[config.mk]
export PLATFORM = sky130hd
export DESIGN_NAME = rs_bank_unit
export DESIGN_NICKNAME = d
export VERILOG_FILES = /design/src/rtl/rsu_pkg.sv /design/src/rtl/rsu_ctrl.sv /design/src/rtl/rsu_datapath.sv /design/src/rtl/rs_bank_unit.sv
export SDC_FILE = /design/constraint.sdc
export NUM_CORES = 1
export LEC_CHECK = 0
export BUFFER_PORTS_ARGS = -buffer_cell sky130_fd_sc_hd__buf_4
export CELL_PAD_IN_SITES_DETAIL_PLACEMENT = 1
export CELL_PAD_IN_SITES_GLOBAL_PLACEMENT = 2
export CORE_UTILIZATION = 35
export DETAILED_ROUTE_END_ITERATION = 6
export GPL_ROUTABILITY_DRIVEN = 0
export PLACE_DENSITY_LB_ADDON = 0.15
export SETUP_SLACK_MARGIN = 0.05
export SLEW_MARGIN = 20
export SYNTH_ARGS = -nofsm -noshare
export SYNTH_HDL_FRONTEND = slang
export SYNTH_HIERARCHICAL = 1
export SYNTH_SLANG_ARGS = --single-unit
[constraint.sdc]
create_clock -name clk -period 6.16 [get_ports clk]
set_clock_uncertainty 0.05 [all_clocks]
set_input_delay 0.924 -clock clk [delete_from_list [all_inputs] [get_ports clk]]
set_output_delay 0.924 -clock clk [all_outputs]
set_load 0.01 [all_outputs]
[src/rtl/rsu_pkg.sv]
package rsu_pkg;

  // Operation performed by the bank's functional unit.
  typedef enum logic {
    OP_ADD = 1'b0,
    OP_MUL = 1'b1
  } rsuOp_e;

  // Strobes from control to datapath, all for the current cycle.
  typedef struct packed {
    logic allocFire;   // write the allocation port into the chosen station
    logic issueFire;   // first execution cycle of the chosen station
    logic finishFire;  // last execution cycle: register the result
    logic retireFire;  // writeback cycle: release the station
  } rsuStrobe_t;

endpackage

[src/rtl/rsu_ctrl.sv]
module rsu_ctrl
  import rsu_pkg::*;
#(
  parameter int NUM_STATIONS = 3,
  parameter int AGE_W        = 8,
  parameter int LATENCY      = 2,
  localparam int IDX_W = (NUM_STATIONS > 1) ? $clog2(NUM_STATIONS) : 1,
  localparam int CNT_W = $clog2(LATENCY + 1)
) (
  input  logic                                clk,
  input  logic                                rstN,
  input  logic                                allocValid,
  input  logic [NUM_STATIONS-1:0]             validVec,
  input  logic [NUM_STATIONS-1:0]             readyVec,
  input  logic [NUM_STATIONS-1:0][AGE_W-1:0]  ageVec,
  output logic                                allocReady,
  output logic [IDX_W-1:0]                    allocIdx,
  output logic [IDX_W-1:0]                    issueIdx,
  output logic [IDX_W-1:0]                    retireIdx,
  output logic                                wbActive,
  output rsuStrobe_t                          strobe
);

  logic             busy;
  logic [CNT_W-1:0] execCnt;
  logic [IDX_W-1:0] curIdx;
  logic             anyReady;
  logic [AGE_W-1:0] bestAge;
  logic [AGE_W-1:0] ageDiff;
  logic             unitIdle;
  logic             lastExec;

  // Lowest-numbered free station wins the allocation.
  always_comb begin
    allocIdx   = '0;
    allocReady = 1'b0;
    for (int i = NUM_STATIONS - 1; i >= 0; i--) begin
      if (!validVec[i]) begin
        allocIdx   = IDX_W'(i);
        allocReady = 1'b1;
      end
    end
  end

  // Oldest ready station: wrap-aware comparison of dispatch stamps.
  always_comb begin
    anyReady = 1'b0;
    issueIdx = '0;
    bestAge  = '0;
    ageDiff  = '0;
    for (int i = 0; i < NUM_STATIONS; i++) begin
      ageDiff = ageVec[i] - bestAge;
      if (readyVec[i] && (!anyReady || ageDiff[AGE_W-1])) begin
        anyReady = 1'b1;
        issueIdx = IDX_W'(i);
        bestAge  = ageVec[i];
      end
    end
  end

  // The unit is held from the first execution cycle through writeback.
  assign unitIdle = !busy && !wbActive;
  assign lastExec = busy && (execCnt == CNT_W'(LATENCY - 1));

  always_ff @(posedge clk) begin
    if (!rstN) begin
      busy     <= 1'b0;
      execCnt  <= '0;
      curIdx   <= '0;
      wbActive <= 1'b0;
    end else begin
      wbActive <= lastExec;
      if (unitIdle && anyReady) begin
        busy    <= 1'b1;
        execCnt <= CNT_W'(1);
        curIdx  <= issueIdx;
      end else if (lastExec) begin
        busy    <= 1'b0;
        execCnt <= '0;
      end else if (busy) begin
        execCnt <= execCnt + CNT_W'(1);
      end
    end
  end

  assign retireIdx = curIdx;

  always_comb begin
    strobe.allocFire  = allocValid && allocReady;
    strobe.issueFire  = unitIdle && anyReady;
    strobe.finishFire = lastExec;
    strobe.retireFire = wbActive;
  end

endmodule

[src/rtl/rsu_datapath.sv]
module rsu_datapath
  import rsu_pkg::*;
#(
  parameter rsuOp_e OP_KIND   = OP_ADD,
  parameter int NUM_STATIONS  = 3,
  parameter int DATA_W        = 16,
  parameter int TAG_W         = 3,
  parameter int TAG_BASE      = 1,
  parameter int AGE_W         = 8,
  localparam int IDX_W = (NUM_STATIONS > 1) ? $clog2(NUM_STATIONS) : 1
) (
  input  logic                                clk,
  input  logic                                rstN,
  input  rsuStrobe_t                          strobe,
  input  logic [IDX_W-1:0]                    allocIdx,
  input  logic [IDX_W-1:0]                    issueIdx,
  input  logic [IDX_W-1:0]                    retireIdx,
  input  logic                                allocAValid,
  input  logic [TAG_W-1:0]                    allocATag,
  input  logic [DATA_W-1:0]                   allocAValue,
  input  logic                                allocBValid,
  input  logic [TAG_W-1:0]                    allocBTag,
  input  logic [DATA_W-1:0]                   allocBValue,
  input  logic                                bus0Valid,
  input  logic [TAG_W-1:0]                    bus0Tag,
  input  logic [DATA_W-1:0]                   bus0Value,
  input  logic                                bus1Valid,
  input  logic [TAG_W-1:0]                    bus1Tag,
  input  logic [DATA_W-1:0]                   bus1Value,
  output logic [NUM_STATIONS-1:0]             validVec,
  output logic [NUM_STATIONS-1:0]             readyVec,
  output logic [NUM_STATIONS-1:0][AGE_W-1:0]  ageVec,
  output logic [TAG_W-1:0]                    wbTag,
  output logic [DATA_W-1:0]                   wbValue
);

  logic [AGE_W-1:0]                        seqCnt;
  logic [NUM_STATIONS-1:0][DATA_W-1:0]     entAVal;
  logic [NUM_STATIONS-1:0][DATA_W-1:0]     entBVal;
  logic [DATA_W-1:0]                       opA;
  logic [DATA_W-1:0]                       opB;
  logic [TAG_W-1:0]                        unitTag;
  logic [DATA_W-1:0]                       result;

  function automatic logic snoopHit(input logic [TAG_W-1:0] t);
    return (bus0Valid && (bus0Tag == t)) || (bus1Valid && (bus1Tag == t));
  endfunction

  function automatic logic [DATA_W-1:0] snoopVal(input logic [TAG_W-1:0] t);
    return (bus0Valid && (bus0Tag == t)) ? bus0Value : bus1Value;
  endfunction

  // Dispatch sequence stamp.
  always_ff @(posedge clk) begin
    if (!rstN)                 seqCnt <= '0;
    else if (strobe.allocFire) seqCnt <= seqCnt + AGE_W'(1);
  end

  for (genvar g = 0; g < NUM_STATIONS; g++) begin : gStation
    logic              stValid;
    logic              stIssued;
    logic              aV;
    logic              bV;
    logic [TAG_W-1:0]  aTag;
    logic [TAG_W-1:0]  bTag;
    logic [DATA_W-1:0] aVal;
    logic [DATA_W-1:0] bVal;
    logic [AGE_W-1:0]  stAge;
    logic              allocHere;

    assign allocHere = strobe.allocFire && (allocIdx == IDX_W'(g));

    always_ff @(posedge clk) begin
      if (!rstN) begin
        stValid  <= 1'b0;
        stIssued <= 1'b0;
        aV       <= 1'b0;
        bV       <= 1'b0;
        aTag     <= '0;
        bTag     <= '0;
        aVal     <= '0;
        bVal     <= '0;
        stAge    <= '0;
      end else if (allocHere) begin
        stValid  <= 1'b1;
        stIssued <= 1'b0;
        stAge    <= seqCnt;
        aTag     <= allocATag;
        bTag     <= allocBTag;
        aV       <= allocAValid || snoopHit(allocATag);
        bV       <= allocBValid || snoopHit(allocBTag);
        aVal     <= allocAValid ? allocAValue : snoopVal(allocATag);
        bVal     <= allocBValid ? allocBValue : snoopVal(allocBTag);
      end else begin
        if (strobe.retireFire && (retireIdx == IDX_W'(g))) stValid  <= 1'b0;
        if (strobe.issueFire && (issueIdx == IDX_W'(g)))   stIssued <= 1'b1;
        if (stValid && !aV && snoopHit(aTag)) begin
          aV   <= 1'b1;
          aVal <= snoopVal(aTag);
        end
        if (stValid && !bV && snoopHit(bTag)) begin
          bV   <= 1'b1;
          bVal <= snoopVal(bTag);
        end
      end
    end

    assign validVec[g] = stValid;
    assign readyVec[g] = stValid && !stIssued && aV && bV;
    assign ageVec[g]   = stAge;
    assign entAVal[g]  = aVal;
    assign entBVal[g]  = bVal;
  end

  // Operand latch for the non-pipelined unit.
  always_ff @(posedge clk) begin
    if (!rstN) begin
      opA     <= '0;
      opB     <= '0;
      unitTag <= '0;
    end else if (strobe.issueFire) begin
      opA     <= entAVal[issueIdx];
      opB     <= entBVal[issueIdx];
      unitTag <= TAG_W'(TAG_BASE) + TAG_W'(issueIdx);
    end
  end

  if (OP_KIND == OP_MUL) begin : gMul
    assign result = opA * opB;
  end else begin : gAdd
    assign result = opA + opB;
  end

  always_ff @(posedge clk) begin
    if (!rstN) begin
      wbTag   <= '0;
      wbValue <= '0;
    end else if (strobe.finishFire) begin
      wbTag   <= unitTag;
      wbValue <= result;
    end
  end

endmodule

[src/rtl/rs_bank_unit.sv]
module rs_bank_unit
  import rsu_pkg::*;
#(
  parameter rsuOp_e OP_KIND  = OP_ADD,
  parameter int NUM_STATIONS = 3,
  parameter int DATA_W       = 16,
  parameter int TAG_W        = 3,
  parameter int TAG_BASE     = 1,
  parameter int AGE_W        = 8,
  parameter int LATENCY      = (OP_KIND == OP_MUL) ? 3 : 2,
  localparam int IDX_W = (NUM_STATIONS > 1) ? $clog2(NUM_STATIONS) : 1
) (
  input  logic              clk,
  input  logic              rstN,
  input  logic              allocValid,
  input  logic              allocAValid,
  input  logic [TAG_W-1:0]  allocATag,
  input  logic [DATA_W-1:0] allocAValue,
  input  logic              allocBValid,
  input  logic [TAG_W-1:0]  allocBTag,
  input  logic [DATA_W-1:0] allocBValue,
  output logic              allocReady,
  output logic [TAG_W-1:0]  allocTag,
  input  logic              bus0Valid,
  input  logic [TAG_W-1:0]  bus0Tag,
  input  logic [DATA_W-1:0] bus0Value,
  input  logic              bus1Valid,
  input  logic [TAG_W-1:0]  bus1Tag,
  input  logic [DATA_W-1:0] bus1Value,
  output logic              wbValid,
  output logic [TAG_W-1:0]  wbTag,
  output logic [DATA_W-1:0] wbValue
);

  rsuStrobe_t                         strobe;
  logic [IDX_W-1:0]                   allocIdx;
  logic [IDX_W-1:0]                   issueIdx;
  logic [IDX_W-1:0]                   retireIdx;
  logic [NUM_STATIONS-1:0]            validVec;
  logic [NUM_STATIONS-1:0]            readyVec;
  logic [NUM_STATIONS-1:0][AGE_W-1:0] ageVec;

  rsu_ctrl #(
    .NUM_STATIONS(NUM_STATIONS),
    .AGE_W       (AGE_W),
    .LATENCY     (LATENCY)
  ) u_ctrl (
    .clk       (clk),
    .rstN      (rstN),
    .allocValid(allocValid),
    .validVec  (validVec),
    .readyVec  (readyVec),
    .ageVec    (ageVec),
    .allocReady(allocReady),
    .allocIdx  (allocIdx),
    .issueIdx  (issueIdx),
    .retireIdx (retireIdx),
    .wbActive  (wbValid),
    .strobe    (strobe)
  );

  rsu_datapath #(
    .OP_KIND     (OP_KIND),
    .NUM_STATIONS(NUM_STATIONS),
    .DATA_W      (DATA_W),
    .TAG_W       (TAG_W),
    .TAG_BASE    (TAG_BASE),
    .AGE_W       (AGE_W)
  ) u_datapath (
    .clk        (clk),
    .rstN       (rstN),
    .strobe     (strobe),
    .allocIdx   (allocIdx),
    .issueIdx   (issueIdx),
    .retireIdx  (retireIdx),
    .allocAValid(allocAValid),
    .allocATag  (allocATag),
    .allocAValue(allocAValue),
    .allocBValid(allocBValid),
    .allocBTag  (allocBTag),
    .allocBValue(allocBValue),
    .bus0Valid  (bus0Valid),
    .bus0Tag    (bus0Tag),
    .bus0Value  (bus0Value),
    .bus1Valid  (bus1Valid),
    .bus1Tag    (bus1Tag),
    .bus1Value  (bus1Value),
    .validVec   (validVec),
    .readyVec   (readyVec),
    .ageVec     (ageVec),
    .wbTag      (wbTag),
    .wbValue    (wbValue)
  );

  assign allocTag = TAG_W'(TAG_BASE) + TAG_W'(allocIdx);

endmodule

==> impl_metrics.yaml, run 1 <==
setup_path:
  rr_worst_depth: 24
  r2r-end: "u_datapath/opB[1]"
  crit_end: "u_datapath/opB[1]"
  critPathMaxFanout: 16
  cp-startpoint: "u_datapath/gStation[0].stValid"
  cp-start-kind: "register"
  cp-end-kind: "register"
  worstSetupPathType: "register to register"
  cp.required_ps: 6570
  ff2ff_setup_slack_ps: 770
  arrival_ps: 5800
  rr_startpoint: "u_datapath/gStation[0].stValid"
placement:
  place_ws_ps: 787.9
  placement.cell_area_mm2: 0.01415
  hpwl_mm: 31.50
  port_buffers: 106
  place_inst: 1977
synth:
  synthFlopType: "dfxtp_1"
  syn_avg_cell_area_um2: 8.728
  async_flop_share_pct: 0
  ys_seq_elements: 218
  synthesis.area_mm2: 0.01317
  syn_inst: 1509
  synth_seq_area_share_pct: 33.14
  synth_edf_count: 0
  ys_warn_count: 6
  ys_types: 63
  syn-num-nets: 1627
sta:
  max-slew-margin-rel_pct: 28.03
  fmax_mhz: 185.5
  setup_violations: 0
  fin_crit_sh_pct: 87.53
  whs_ps: 409.0
  hold_viol: 0
  worstMarginPinSlew_ps: 1077
  tns_ps: 0
  drv_slew: 0
  grt_setup_unrepaired: "false"
  setup_ws_ps: 767.9
  period_needed_ps: 5392
floorplanning:
  rows: 70
  start_util_pct: 35.80
  die_w_um: 196.0
  core_mm2: 0.03679
  die_h_um: 196.0
  ios: 107
  dieArea_mm2: 0.03841
final_layout:
  fillCellCount: 4283
  drive_above_1_share_pct: 15.76
  fin_area_mm2: 0.01506
  fin_cells: 2029
  area.growth.synth_to_final_pct: 14.38
  finalNetCount: 1657
  final_common_cell: "nand2_1"
  n_antenna_cell: 0
  final_cell_mix: "nand2_1, dfxtp_1, mux2i_1, buf_4, o21ai_0"
cts:
  cts_setup_buffers: 0
  cts.sinks: 218
  cts_tree: "yes"
  clockRootBuffer: "clkbuf_16"
  h-tree-depth: 1
  cts_buffers: 28
  cts.clk_slew.worst_paths_ps: 60
  clockBufferDepth: 3
  cts_resized: 0
  hold_buffers: 0
  clock_latency_ps: 570
detailed_routing:
  viasPerCell: 5.732
  drc_errors: 0
  totalWireLength_mm: 47.92
  vias: 11630
  drt_iter0_markers: 515
  drt_pre_antenna_iters: 5
  ant_nets: 0
  wire_per_inst_um: 23.62
grt:
  antenna_found_initial: 0
  grt_pass1_vias: 12131
  grt_first_pass_wirelength_mm: 73.43
  grt_overflow: 0
  grt_use_total_pct: 24.78
  grt_max_degree: 67
power:
  powerDensity_mw_per_mm2: 242.4
  p_leak_nw: 6.027
  max-vdd-ir-drop_v: 0.0002068
min_path:
  worstHoldPathType: "register to register"
flow_run:
  maxCapViolCount: 0
outcome:
  outcome: "finished, final reports clean"
[critical path: stages (launching register included)]
cell and delay, ps:
dfxtp_1 420, and4b_1 430, buf_4 250, nand2_1 80, ha_1 270, o21a_1 180, a21oi_2 180, o21ai_2 100
xnor2_2 190, nand2_1 160, nand2_1 300, a31oi_1 140, ha_1 320, a21oi_1 150, nor2b_1 60, o21ai_0 160
o21ai_0 100, nor2_1 160, o21ai_2 100, xnor2_1 340, o21a_2 250, buf_4 360, mux2i_1 250, o211ai_1 110
o211a_1 160
[worst min-delay path by stage]
stage,start,endpoint,depth (start not counted)
after floorplan,u_datapath/gStation[2].stAge[0],u_datapath/gStation[2].stAge[0],2
after global placement,u_datapath/wbValue[12],u_datapath/wbValue[12],2
after detailed placement,u_datapath/wbValue[12],u_datapath/wbValue[12],2
after CTS,u_datapath/wbValue[12],u_datapath/wbValue[12],2
after global routing,u_datapath/wbValue[12],u_datapath/wbValue[12],2
final,u_datapath/wbValue[12],u_datapath/wbValue[12],2
[kinds of logic after synthesis]
| family | synth area share [%] |
|---|---|
| muxes | 13.85 |
| xor gates and xnor gates | 4.712 |
| buffers and inverters | 4.627 |
| adders and majority gates | 3.382 |
| AOI/OAI and AO/OA | 25.06 |
| DFF | 33.14 |
| and+or+nand+nor | 15.23 |
[stage by stage]
stage / utilization (%) / power, mW
CTS: 40.95 / 3.695
finish: 40.95 / 3.652
floorplan: - / 1.839
detailed placement: 38.46 / 2.033
global route: 40.95 / 3.791
global placement: 38.46 / 2.023
[cell usage after synthesis, types with 4 or more instances]
library cell	number	share of area, %
nor2b_1	17	0.81
a21oi_1	27	1.0
buf_1	9	0.26
o21ai_1	51	1.9
and3_1	10	0.48
o211ai_1	38	2.2
nor2_1	65	1.9
a21oi_2	6	0.40
a21o_1	4	0.23
inv_1	10	0.29
nand4_1	15	0.71
nand4_2	4	0.38
o311a_1	5	0.38
and2_1	8	0.38
mux2i_1	144	11
o32ai_1	60	4.0
buf_2	31	1.2
o22ai_1	7	0.33
buf_4	6	0.34
xor2_1	6	0.40
nand2b_1	11	0.52
mux2_4	12	1.4
nand3_1	12	0.46
xnor2_1	63	4.2
nand4_4	4	0.65
mux2_2	16	1.4
a31oi_1	10	0.48
o21a_1	32	1.8
o21ai_0	95	3.6
o31ai_1	4	0.23
dfxtp_1	218	33
a21boi_0	50	2.9
buf_6	5	0.43
clkbuf_1	73	2.1
o2bb2ai_1	30	2.0
nand2_1	223	6.4
ha_1	34	3.2
o211a_1	35	2.7
nor2_4	12	1.0
nand3b_1	8	0.46
[final cells by class]
| cell class | count | area, um^2 | area share [%] |
|---|---|---|---|
| Tap cell | 468 | 585.6 | 3.887 |
| Sequential cell | 218 | 4364 | 28.97 |
| Timing Repair Buffer | 124 | 930.9 | 6.179 |
| Clock inverter | 12 | 88.84 | 0.5897 |
| Clock buffer | 40 | 827.0 | 5.490 |
| Multi-Input combinational cell | 1155 | 8223 | 54.58 |
| Inverter | 12 | 45.04 | 0.2990 |
[registers in the layout, indices dropped and copies added, names as in the netlist]
signal,cells
u_datapath/unitTag,3
u_datapath/gStation.aV,3
u_datapath/gStation.bV,3
u_datapath/gStation.stAge,24
u_datapath/gStation.stValid,3
u_datapath/gStation.stIssued,3
u_datapath/wbValue,16
u_datapath/wbTag,3
u_datapath/opB,16
u_ctrl/busy,1
u_datapath/gStation.bVal,48
u_ctrl/execCnt,2
u_datapath/gStation.bTag,9
u_datapath/gStation.aTag,9
u_datapath/opA,16
u_datapath/seqCnt,8
u_ctrl/wbActive,1
u_datapath/gStation.aVal,48
u_ctrl/retireIdx,2
[routing by layer]
metal  vias to the layer above  part of all wire, %  track usage [%]  wire [um]
met5                         -                    0                0          0
met4                         0                  3.2            7.957       1541
met2                       215                   49            43.55      23430
li1                       5545                    -                -          -
met1                      5796                   44            31.27      21310
met3                        74                  3.4            3.180       1628
[where the power goes]
part,switching (mW),total [mW],internal (mW)
clock network,0.679,1.65,0.970
logic,0.301,0.496,0.195
registers,0.0421,1.51,1.46
Note: power is estimated with default switching activity, not from simulation.
==> inputs of run 2 (changes only) <==
- SYNTH_HIERARCHICAL: 1 -> not set
==> run 2 against run 1 <==
Against the previous run: cell count is 2.4% higher; largest power group unchanged; critical path type unchanged; utilization up 0.50 points; critical path depth decreased by 3.
==> impl_metrics.yaml, run 2 <==
cts:
  cts_setup_buffers: 0
  cts_resized: 0
  clock_latency_ps: 550
  clockBufferDepth: 3
  cts.sinks: 218
  cts_buffers: 28
  h-tree-depth: 1
  cts.clk_slew.worst_paths_ps: 60
  clockRootBuffer: "clkbuf_16"
  hold_buffers: 0
  cts_tree: "yes"
detailed_routing:
  dr.max_layer_used: "met4"
  ant_nets: 0
  wl_met2_mm: 19.86
  viasPerCell: 5.587
  drt_iter0_markers: 642
  wl_met1_mm: 22.66
  drc_errors: 0
  wire_per_inst_um: 21.84
  vias: 11610
  totalWireLength_mm: 45.38
  drt_pre_antenna_iters: 5
  wl_met3_mm: 2.193
floorplanning:
  dieArea_mm2: 0.03642
  ios: 107
  die_w_um: 190.8
  rows: 68
  start_util_pct: 35.87
  core_mm2: 0.03480
  die_h_um: 190.8
synth:
  synth_top_area_share_pct: 34.96
  synthFlopType: "dfxtp_1"
  yosys.area.top_type: "dfxtp_1"
  syn_inst: 1584
  synth_seq_area_share_pct: 34.96
  syn_avg_cell_area_um2: 7.880
  async_flop_share_pct: 0
  synth_most_common_cell: "nor2_1"
  ys_types: 61
  ys_seq_elements: 218
  ys_warn_count: 0
  synth_commonest_cells: "nor2_1, dfxtp_1, mux2i_1, nand2_1, a21oi_1"
  synthesis.area_mm2: 0.01248
  synth_edf_count: 0
  synth_area_leaders: "dfxtp_1, mux2i_1, nor2_1"
  syn-num-nets: 1697
setup_path:
  cp.required_ps: 6530
  rr_startpoint: "u_datapath.gStation[0].stValid"
  ff2ff_setup_slack_ps: 670
  worstPathCellList: "and4b_4 -> nand2_1 -> ha_1 -> o21ai_0 -> a31oi_4 -> o221ai_4 -> mux2i_2 -> and2_1 -> nor2_1 -> a21oi_1 -> ha_1 -> a21o_1 -> a21o_1 -> a21oi_1 -> nor2_1 -> nand3_1 -> o41a_1 -> and4_4 -> nor4_4 -> a222oi_1 -> o21ai_1"
  cp-start-kind: "register"
  worstSetupPathType: "register to register"
  cpPeakStageDelay_ps: 670
  crit_end: "u_datapath.opA[5]"
  rr_worst_depth: 21
  cp-end-kind: "register"
  r2r-end: "u_datapath.opA[5]"
  critPathBufInv: 0
  slowest_stage: "and4_4"
  crit_cells: 21
  arrival_ps: 5860
  critPathMaxFanout: 57
  cp-startpoint: "u_datapath.gStation[0].stValid"
  crit_family: "simple AND/OR/NAND/NOR gates"
final_layout:
  fin_cells: 2078
  area.growth.synth_to_final_pct: 15.56
  final_cell_mix: "nor2_1, dfxtp_1, mux2i_1, buf_4, nand2_1"
  final_common_cell: "nor2_1"
  fin_area_mm2: 0.01442
  finalNetCount: 1717
  drive_above_1_share_pct: 12.57
  largestRegisters: "u_datapath.gStation.aVal: 48 flops, u_datapath.gStation.bVal: 48 flops, u_datapath.gStation.stAge: 24 flops"
  fin_util_pct: 41.45
  n_antenna_cell: 0
placement:
  placement.cell_area_mm2: 0.01350
  hpwl_mm: 31.05
  port_buffers: 105
  place_ws_ps: 715.9
  place_inst: 2029
flow_run:
  maxCapViolCount: 0
power:
  p_sw_share_pct: 26.67
  p_int_mw: 2.615
  pwr-share-clk_pct: 46.3
  pwr-share-seq_pct: 41.6
  powerDensity_mw_per_mm2: 247.2
  max-vdd-ir-drop_v: 0.0002685
  power_frac_comb_pct: 12.1
  p_sw_mw: 0.9510
  power_mw: 3.566
  p_leak_nw: 6.242
sta:
  hold_viol: 0
  worstMarginPinSlew_ps: 920.4
  whs_ps: 412.1
  tns_ps: 0
  setup_ws_ps: 667.9
  grt_setup_unrepaired: "false"
  fin_crit_sh_pct: 89.16
  max-slew-margin-rel_pct: 38.41
  period_needed_ps: 5492
  fmax_mhz: 182.1
  setup_violations: 0
  drv_slew: 0
grt:
  grt_overflow: 0
  grt_max_degree: 78
  antenna_found_initial: 0
  grt_use_total_pct: 25.23
  grt_first_pass_wirelength_mm: 71.20
  grt_pass1_vias: 11810
outcome:
  outcome: "finished, final reports clean"
min_path:
  min-delay-start: "u_datapath.unitTag[2]"
  worstHoldPathType: "register to register"
-- run 2: power by group through the flow --
stage	sequential, mW	clock (mW)	combinational (mW)
6_report	1.48	1.65	0.431
5_1_grt	1.49	1.74	0.472
4_1_cts	1.48	1.69	0.431
3_5_place_dp	1.51	0	0.430
3_3_place_gp	1.51	0	0.422
2_1_floorplan	1.50	0	0.278
-- run 2: cell type report --
class	instances	area (um^2)
fillers	4191	20370
multi-input cells	1205	7492
well taps	455	569.3
clock buffers	44	872.1
clock inverters	5	53.80
flip-flops and latches	218	4364
inverters	17	66.31
repair buffers	134	1006
-- run 2: kinds of logic after synthesis --
family / Yosys count / share of synthesized area (%)
simple gates: 629 / 21.84
mux: 159 / 12.86
other cells: 1 / 0.03004
fa+ha+maj: 30 / 3.067
buf+inv: 161 / 5.152
flops: 218 / 34.96
compound gates: 315 / 17.10
xor+xnor: 71 / 4.982
-- run 2: worst min path at each step --
stage / cells past startpoint / slack (ps) / endpoint
finish: 1 / 410 / u_datapath.wbTag[2]
global route: 2 / 430 / u_datapath.gStation[0].stAge[5]
CTS: 1 / 420 / u_datapath.wbTag[2]
detailed placement: 1 / 400 / u_datapath.wbTag[2]
global placement: 2 / 400 / u_datapath.opA[5]
floorplan: 2 / 380 / u_datapath.opA[12]
-- run 2: metal layers --
metal	up-vias	global-route usage, %
li1	5594	-
met1	5728	36.63
met2	238	39.60
met3	50	3.460
met4	0	4.646
met5	-	0
==> inputs of run 3 (changes only) <==
- CORE_ASPECT_RATIO: not set -> 1.2
==> run 3 against run 2 <==
Against the previous run: maximum frequency is 2.2% higher; combinational power hardly changed; utilization down 0.39 points; total power is 1.0% lower; routed wire length is 2.6% lower; via count fell by 1.3%; critical path depth stayed put; highest routed layer unchanged.
==> impl_metrics.yaml, run 3 (synthesis results as in run 2) <==
outcome:
  outcome: "finished, final reports clean"
detailed_routing:
  drt_pre_antenna_iters: 4
  totalWireLength_mm: 44.18
  vias: 11459
  drc_errors: 0
  wire_per_inst_um: 21.23
  drt_iter0_markers: 623
  ant_nets: 0
  viasPerCell: 5.506
grt:
  grt_use_total_pct: 24.16
  grt_pass1_vias: 11499
  grt_overflow: 0
  use_met3_pct: 2.820
  grt_max_degree: 91
  use_met2_pct: 38.88
  grt_first_pass_wirelength_mm: 68.82
  grtUsageMet1_pct: 34.33
  top_usage_layer: "met2"
  antenna_found_initial: 0
placement:
  hpwl_mm: 30.32
  place_inst: 2032
  place_ws_ps: 783.1
  port_buffers: 105
power:
  powerDensity_mw_per_mm2: 245.6
  pwr-share-clk_pct: 45.8
  p_sw_share_pct: 26.93
  power_frac_comb_pct: 12.1
  max-vdd-ir-drop_v: 0.0001736
  p_leak_nw: 6.198
  power_mw: 3.529
  p_int_mw: 2.579
  pwr-share-seq_pct: 42.0
  p_sw_mw: 0.9504
floorplanning:
  core_mm2: 0.03500
  die_h_um: 208.9
  die_w_um: 174.4
  rows: 75
  ios: 107
  start_util_pct: 35.66
  dieArea_mm2: 0.03642
cts:
  hold_buffers: 0
  cts.sinks: 218
  cts.clk_slew.worst_paths_ps: 60
  cts_tree: "yes"
  clockRootBuffer: "clkbuf_16"
  cts_setup_buffers: 0
  cts_resized: 0
  cts_buffers: 26
  h-tree-depth: 1
  clockBufferDepth: 3
  clock_latency_ps: 550
setup_path:
  worstPathCellList: "and4b_4 -> nand2_1 -> ha_1 -> o21ai_0 -> a31oi_4 -> o221ai_4 -> mux2i_2 -> and2_1 -> nor2_1 -> a21oi_1 -> ha_1 -> a21o_1 -> a21o_1 -> a21oi_1 -> nor2_1 -> nand3_1 -> o41a_1 -> and4_4 -> nor4_4 -> a222oi_1 -> o21ai_1"
  cpPeakStageDelay_ps: 620
  crit_family: "simple AND/OR/NAND/NOR gates"
  arrival_ps: 5750
  cp.required_ps: 6530
  cp-start-kind: "register"
  cp-end-kind: "register"
  slowest_stage: "and4_4"
  worstSetupPathType: "register to register"
  critPathBufInv: 0
  critPathMaxFanout: 57
final_layout:
  final_common_cell: "nor2_1"
  fillCellCount: 4216
  final_cell_mix: "nor2_1, dfxtp_1, mux2i_1, buf_4, nand2_1"
  fin_cells: 2081
  fin_util_pct: 41.06
  area.growth.synth_to_final_pct: 15.14
  multi_input_area_mm2: 0.007498
  largestRegisters: "u_datapath.gStation.aVal: 48 flops, u_datapath.gStation.bVal: 48 flops, u_datapath.gStation.stAge: 24 flops"
  drive_above_1_share_pct: 12.24
  regArea_mm2: 0.004364
  finalNetCount: 1711
sta:
  worstMarginPinSlew_ps: 1055
  fin_crit_sh_pct: 87.23
  setup_ws_ps: 786.6
  drv_slew: 0
  tns_ps: 0
  fmax_mhz: 186.1
  grt_setup_unrepaired: "false"
  max-slew-margin-rel_pct: 29.65
  period_needed_ps: 5373
  hold_viol: 0
  setup_violations: 0
flow_run:
  maxCapViolCount: 0
min_path:
  worstHoldPathType: "register to register"
[run 3: power by group through the flow]
stage / clock (mW) / combinational [mW] / sequential [mW]
after floorplan: 0 / 0.278 / 1.50
after global placement: 0 / 0.419 / 1.51
after detailed placement: 0 / 0.428 / 1.51
after CTS: 1.65 / 0.430 / 1.48
after global routing: 1.71 / 0.466 / 1.49
final: 1.62 / 0.428 / 1.48
[run 3: final cells by class]
cell class / count / share of cell area (%)
Timing Repair Buffer: 130 / 6.791
Clock buffer: 41 / 5.555
Clock inverter: 7 / 0.6094
Antenna cell: 1 / 0.01741
Inverter: 17 / 0.4614
Sequential cell: 218 / 30.37
Tap cell: 462 / 4.022
Multi-Input combinational cell: 1205 / 52.18
[run 3: per-layer routing]
layer / wire [um] / share of wire (%)
met1: 21710 / 49
met3: 1874 / 4.2
met5: 0 / 0
met2: 19880 / 45
met4: 710 / 1.6
[run 3: worst register-to-register path, stage by stage (launching register included)]
cell and delay, ps:
dfxtp_1 550, and4b_4 410, nand2_1 110, ha_1 280, o21ai_0 300, a31oi_4 70
o221ai_4 250, mux2i_2 310, and2_1 430, nor2_1 70, a21oi_1 130, ha_1 260
a21o_1 180, a21o_1 190, a21oi_1 150, nor2_1 50, nand3_1 90, o41a_1 140
and4_4 620, nor4_4 180, a222oi_1 310, o21ai_1 110
[run 3: worst paths after layout]
kind,start,endpoint,slack [ps],depth (start not counted)
worst min-delay path,u_datapath.gStation[0].stAge[1],u_datapath.gStation[0].stAge[1],410,2
worst min register to register,u_datapath.gStation[0].stAge[1],u_datapath.gStation[0].stAge[1],410,2
worst max register to register,u_datapath.gStation[0].stValid,u_datapath.opA[1],790,21
worst max-delay path,u_datapath.gStation[0].stValid,u_datapath.opA[1],790,21
[run 3: stage by stage]
stage	cell area [um^2]	hold WS, ps
3_5_place_dp	13480	403.4
2_1_floorplan	12480	381.5
3_3_place_gp	13480	400.7
4_1_cts	14370	412.3
5_1_grt	14370	431.9
6_report	14370	409.7
